### src/rtl/cs_pkg.sv
package cs_pkg;
  localparam int unsigned BLK_W = 13;  // 8 KB decode granularity
  typedef enum logic {PORT8 = 1'b0, PORT16 = 1'b1} port_w_e;
endpackage

### src/rtl/cs_cfg_regs.sv
module cs_cfg_regs #(
  parameter int unsigned NUM_CS = 4,
  parameter int unsigned TAG_W  = 11,
  parameter int unsigned SEL_W  = 2
) (
  input  logic                          clk_i,
  input  logic                          rst_ni,
  input  logic                          as_ni,
  input  logic                          wr_en_i,
  input  logic [SEL_W-1:0]              wr_sel_i,
  input  logic [TAG_W-1:0]              wr_base_i,
  input  logic [TAG_W-1:0]              wr_mask_i,
  input  logic                          wr_wide_i,
  input  logic                          wr_valid_i,
  input  logic                          strap_i,
  output logic [NUM_CS-1:0][TAG_W-1:0]  base_o,
  output logic [NUM_CS-1:0][TAG_W-1:0]  mask_o,
  output logic [NUM_CS-1:0]             wide_o,
  output logic [NUM_CS-1:0]             valid_o
);
  logic strap_done_q;

  always_ff @(posedge clk_i or negedge rst_ni) begin
    if (!rst_ni) strap_done_q <= 1'b0;
    else         strap_done_q <= 1'b1;
  end

  for (genvar g = 0; g < NUM_CS; g++) begin : g_sel
    localparam logic             RST_VALID = (g == 0);
    localparam logic [TAG_W-1:0] RST_MASK  = (g == 0) ? {TAG_W{1'b1}} : '0;
    localparam logic             IS_BOOT   = (g == 0);

    logic [TAG_W-1:0] pend_base_q, pend_mask_q, act_base_q, act_mask_q;
    logic             pend_wide_q, pend_valid_q, act_wide_q, act_valid_q;
    logic             wr_hit, strap_load;

    assign wr_hit     = wr_en_i && (wr_sel_i == SEL_W'(g));
    assign strap_load = IS_BOOT && !strap_done_q;

    // staged copy written by software
    always_ff @(posedge clk_i or negedge rst_ni) begin
      if (!rst_ni) begin
        pend_base_q  <= '0;
        pend_mask_q  <= RST_MASK;
        pend_wide_q  <= 1'b0;
        pend_valid_q <= RST_VALID;
      end else if (wr_hit) begin
        pend_base_q  <= wr_base_i;
        pend_mask_q  <= wr_mask_i;
        pend_wide_q  <= wr_wide_i;
        pend_valid_q <= wr_valid_i;
      end else if (strap_load) begin
        pend_wide_q  <= strap_i;
      end
    end

    // live copy, only refreshed between bus cycles
    always_ff @(posedge clk_i or negedge rst_ni) begin
      if (!rst_ni) begin
        act_base_q  <= '0;
        act_mask_q  <= RST_MASK;
        act_wide_q  <= 1'b0;
        act_valid_q <= RST_VALID;
      end else begin
        if (as_ni) begin
          act_base_q  <= pend_base_q;
          act_mask_q  <= pend_mask_q;
          act_valid_q <= pend_valid_q;
        end
        if (strap_load)  act_wide_q <= strap_i;
        else if (as_ni)  act_wide_q <= pend_wide_q;
      end
    end

    assign base_o[g]  = act_base_q;
    assign mask_o[g]  = act_mask_q;
    assign valid_o[g] = act_valid_q;
    assign wide_o[g]  = strap_load ? strap_i : act_wide_q;
  end
endmodule

### src/rtl/cs_match.sv
module cs_match #(
  parameter int unsigned TAG_W = 11
) (
  input  logic [TAG_W-1:0] tag_i,
  input  logic [TAG_W-1:0] base_i,
  input  logic [TAG_W-1:0] mask_i,
  input  logic             valid_i,
  output logic             hit_o
);
  assign hit_o = valid_i && (((tag_i ^ base_i) & mask_i) == '0);
endmodule

### src/rtl/cs_prio.sv
module cs_prio #(
  parameter int unsigned NUM_CS = 4
) (
  input  logic [NUM_CS-1:0] hit_i,
  output logic [NUM_CS-1:0] grant_o
);
  always_comb begin
    logic taken;
    taken   = 1'b0;
    grant_o = '0;
    for (int i = 0; i < NUM_CS; i++) begin
      grant_o[i] = hit_i[i] && !taken;
      taken      = taken || hit_i[i];
    end
  end
endmodule

### src/rtl/cs_unit.sv
module cs_unit #(
  parameter int unsigned ADDR_W = 24,
  parameter int unsigned NUM_CS = 4,
  localparam int unsigned SEL_W = $clog2(NUM_CS),
  localparam int unsigned TAG_W = ADDR_W - cs_pkg::BLK_W
) (
  input  logic              clk_i,
  input  logic              rst_ni,
  input  logic [ADDR_W-1:0] addr_i,
  input  logic              as_ni,
  input  logic              cfg_we_i,
  input  logic [SEL_W-1:0]  cfg_sel_i,
  input  logic [ADDR_W-1:0] cfg_base_i,
  input  logic [ADDR_W-1:0] cfg_mask_i,
  input  logic              cfg_wide_i,
  input  logic              cfg_valid_i,
  input  logic              boot_wide_strap_i,
  output logic [NUM_CS-1:0] cs_no,
  output logic              wide_o
);
  import cs_pkg::*;

  logic [NUM_CS-1:0][TAG_W-1:0] base, mask;
  logic [NUM_CS-1:0]            wide, valid, hit, grant;
  logic [TAG_W-1:0]             tag;

  assign tag = addr_i[ADDR_W-1:BLK_W];

  cs_cfg_regs #(.NUM_CS(NUM_CS), .TAG_W(TAG_W), .SEL_W(SEL_W)) u_regs (
    .clk_i      (clk_i),
    .rst_ni     (rst_ni),
    .as_ni      (as_ni),
    .wr_en_i    (cfg_we_i),
    .wr_sel_i   (cfg_sel_i),
    .wr_base_i  (cfg_base_i[ADDR_W-1:BLK_W]),
    .wr_mask_i  (cfg_mask_i[ADDR_W-1:BLK_W]),
    .wr_wide_i  (cfg_wide_i),
    .wr_valid_i (cfg_valid_i),
    .strap_i    (boot_wide_strap_i),
    .base_o     (base),
    .mask_o     (mask),
    .wide_o     (wide),
    .valid_o    (valid)
  );

  for (genvar g = 0; g < NUM_CS; g++) begin : g_match
    cs_match #(.TAG_W(TAG_W)) u_match (
      .tag_i   (tag),
      .base_i  (base[g]),
      .mask_i  (mask[g]),
      .valid_i (valid[g]),
      .hit_o   (hit[g])
    );
  end

  cs_prio #(.NUM_CS(NUM_CS)) u_prio (
    .hit_i   (hit),
    .grant_o (grant)
  );

  assign cs_no  = ~(grant & {NUM_CS{~as_ni}});
  assign wide_o = ~as_ni && (|(grant & wide));
endmodule

### config.mk
export PLATFORM = sky130hd
export DESIGN_NAME = cs_unit
export DESIGN_NICKNAME = d
export VERILOG_FILES = /design/src/rtl/cs_pkg.sv /design/src/rtl/cs_cfg_regs.sv /design/src/rtl/cs_match.sv /design/src/rtl/cs_prio.sv /design/src/rtl/cs_unit.sv
export SDC_FILE = /design/constraint.sdc
export NUM_CORES = 1
export LEC_CHECK = 0
export ABC_AREA = 1
export BUFFER_PORTS_ARGS = -buffer_cell sky130_fd_sc_hd__buf_2
export CAP_MARGIN = 25
export CORE_AREA = 2 2 124 126
export CTS_BUF_LIST = sky130_fd_sc_hd__clkbuf_4 sky130_fd_sc_hd__clkbuf_8
export DETAILED_ROUTE_END_ITERATION = 7
export DIE_AREA = 0 0 126 128
export MAX_ROUTING_LAYER = met4
export PLACE_DENSITY = 0.79
export SLEW_MARGIN = 10
export SYNTH_ARGS = -nofsm -noshare
export SYNTH_HDL_FRONTEND = slang
export SYNTH_SLANG_ARGS = --single-unit
### constraint.sdc
create_clock -name clk_i -period 1.6 [get_ports clk_i]
set_clock_uncertainty 0.15 [all_clocks]
set_input_delay 0.16 -clock clk_i [delete_from_list [all_inputs] [get_ports clk_i]]
set_output_delay 0.16 -clock clk_i [all_outputs]
set_load 0.03 [all_outputs]
==> results.md <==
- Die area: 16100 um^2
- WP data required: 1.29 ns
- Initial antenna violation count: 0
- Largest family of logic cells by synthesized area: simple AND/OR/NAND/NOR gates
- Worst-path maximum fanout: 2
- Async S/R FF share, synth: 100%
- DR vias/cell: 5.17
- Setup_tns: -2.77 ns
- Synth Area in XOR/XNOR: 0%
- Seq/Total Area, Yosys: 60.5%
- H-tree Lvls: 4
- Number of synthesized flops with an enable pin: 0
- Hold_sp: cfg_we_i
- Hold violation count in the final report: 0
- CP startpoint kind: flop
- Residual DRC: 0
- Clock power share: 29.3%
- Design area: 9860 um^2
- Initial Util: 54.0%
- Violated checks: negative setup slack
- RePlAce Congestion: 0.856
- Synth top area share: 52.7%
- Sequential power share: 52.4%
- Synthesized area: 8030 um^2
- Total GRT Usage: 24.3%
- Crit path launch: u_regs.g_sel[2].act_base_q[10]
- Slew @ Worst Pin: 0.915 ns
- Synth top area cells: dfrtp_1 (53%), nand2_1 (19%), o21ai_0 (8.9%)
- Final Max Tran Viols: 0
- Clk root buf: clkbuf_8
- Synth Instances: 953
- Total power: 11.8 mW
- CTS tree: done
- Yosys top cell by area: dfrtp_1
- Area of the core: 14900 um^2
- Synth Area in Simple Gates: 24.1%
- TritonCTS buffer count: 17
- Post-synthesis adder-cell area fraction: 0%
- Dpl hpwl: 11.5 mm
- Post-synth top cells: nand2_1 (407), dfrtp_1 (169), o21ai_0 (143)
- Initial DRC count: 604
- Die width: 126 um
- Ports: 86
- HP Class: in2reg
- Post-placement cell area: 8770 um^2
- Via count: 6538
- DR pass1 iterations: 5
- WL final: 18.3 mm
- Sw power: 3.34 mW
- Area delta synth->final: 22.8%
- Synth Area in Compound Gates: 9.22%
- Row cnt: 45
- Final Cycle Share: 137%
- Die Ht: 128 um
- RSZ-0062 raised after global routing: true
- Port bufs: 46
- Total of max-cap violations: 0
- Vias in the first global route: 6331
- Cell with the most instances after synthesis: nand2_1
- Status: finished, violations left
- Netlist cell types: 17
- Synth Warn #: 0
- Clock sink count: 193
- Global-route wire length before repair: 30.1 mm
- Slew headroom: 39.0%
- Post-layout min period: 2.20 ns
- Cell Pwr Density: 1200 nW/um^2
- Worst skew pair latency: 0.47 ns
- Worst reg2reg startpoint: u_regs.g_sel[1].act_base_q[6]
- Seq cells post-synth: 193
- Setup crit end kind: primary output
- Worst vdd ir: 0.698 mV
- Worst path arrival time: 1.89 ns
- Mapped Nets: 1034
- Wire per inst: 14.4 um
- Final Setup Violations: 5
- Syn avg cell area: 8.43 um^2
- Post-layout nets: 1144
- WS Path Type: reg2out
- Mux cell area share after synthesis: 0%
- DRT antenna net count: 0
- Layout cells sized above 1: 22.0%
- Filler Cell Count: 1180
- Grt ovf: 0
- Switch share: 28.3%
- P_leak: 5.00 nW
- Setup ws final: -0.596 ns
- Comb power frac: 18.4%
- Largest net degree at the start of global routing: 97
- Clk slew on worst S/H paths: 0.09 ns
- Max Freq: 0.455 GHz
- Design internal power: 8.45 mW
- Top_reg_cell synth: dfrtp_1
- Clk buf depth: 2
-- cell usage in the layout (no fill, tap or decap), types with 19 or more instances in the layout --
master,count
clkbuf_8,19
o21ai_0,140
buf_2,39
dfstp_2,24
nand3_2,25
inv_2,24
dlygate4sd3_1,27
dfrtp_1,169
nand2_1,394
buf_4,42
inv_1,61
nand3_1,27
-- area by class of cell --
| cell class | instances | area (um^2) | share of cell area (%) |
|---|---|---|---|
| sequential | 193 | 4860 | 49.3 |
| antenna | 1 | 2.50 | 0.0254 |
| inverter | 85 | 319 | 3.23 |
| clock inverter | 11 | 164 | 1.66 |
| tap | 188 | 235 | 2.38 |
| clock buffer | 21 | 270 | 2.74 |
| timing repair buffer | 131 | 1110 | 11.2 |
| multi-input combinational | 635 | 2910 | 29.5 |
-- metrics by stage --
step | hold WS, ns | instances | util (%) | worst slack [ns]
floorplan | -0.286 | 953 | - | 0.121
global placement | -0.0593 | 1192 | 59.0 | -0.193
detailed placement | -0.0579 | 1192 | 59.0 | -0.229
CTS | 0.00613 | 1266 | 65.6 | -0.631
global route | 0.0343 | 1264 | 66.3 | -0.699
finish | 0.0152 | 1265 | 66.4 | -0.596
-- cell families after synthesis --
group	Yosys count
flip-flops	193
AO/OA/AOI/OAI	148
buffers and inverters	125
other	1
AND/OR/NAND/NOR	486
-- sequential cells by signal, summed over array words and instances (netlist names) --
name,count
u_regs.g_sel.act_valid_q,4
u_regs.g_sel.act_mask_q,44
u_regs.g_sel.pend_wide_q,4
u_regs.g_sel.act_wide_q,4
u_regs.g_sel.pend_mask_q,44
u_regs.strap_done_q,1
u_regs.g_sel.pend_valid_q,4
u_regs.g_sel.act_base_q,44
u_regs.g_sel.pend_base_q,44
-- routing by layer --
metal  GRT usage (%)  share of wire, %
met3            4.05               4.7
met2            39.6                50
met5               -                 0
met4            8.60               1.8
met1            31.2                44
-- worst max-delay path, cell delays in order (launching register included) --
cell and delay [ns]:
dfrtp_1 0.39, inv_1 0.08, nand2_1 0.05, nand3_1 0.12, nand2_1 0.07, nor2_1 0.15, nand3_2 0.12, nor2_4 0.14
nand3_2 0.08, nand3_2 0.09, buf_6 0.13
-- path summary, 6_finish.rpt --
| kind | to | slack (ns) | cells after the start |
|---|---|---|---|
| worst max-delay path | wide_o | -0.60 | 10 |
| worst min-delay path | u_regs.g_sel[0].pend_wide_q | 0.02 | 5 |
| worst max register to register | u_regs.g_sel[1].act_base_q[6] | 0.09 | 9 |
| worst min register to register | u_regs.g_sel[0].act_mask_q[0] | 0.32 | 2 |
| max in group asynchronous | u_regs.g_sel[1].act_base_q[3] | 0.20 | 3 |
| min in group asynchronous | u_regs.g_sel[0].act_mask_q[1] | 0.14 | 2 |
-- timing repair --
action                                  4_1_cts  5_1_grt
pin swaps                                     9       22
hold buffers                                 29        0
gates cloned                                  0        0
gates resized for setup                      44       49
buffers inserted                             13        4
hold endpoints to repair                    273        0
endpoints found under the setup margin        5       28
-- power by group through the flow --
| stage | Sequential (mW) | Combinational [mW] | Clock, mW |
|---|---|---|---|
| 3_5_place_dp | 6.23 | 1.82 | 0 |
| 4_1_cts | 6.14 | 2.09 | 3.49 |
| 2_1_floorplan | 6.11 | 1.12 | 0 |
| 5_1_grt | 6.26 | 2.46 | 3.67 |
| 3_3_place_gp | 6.19 | 1.74 | 0 |
| 6_report | 6.17 | 2.17 | 3.45 |
Power figures use the tool's default switching activity.
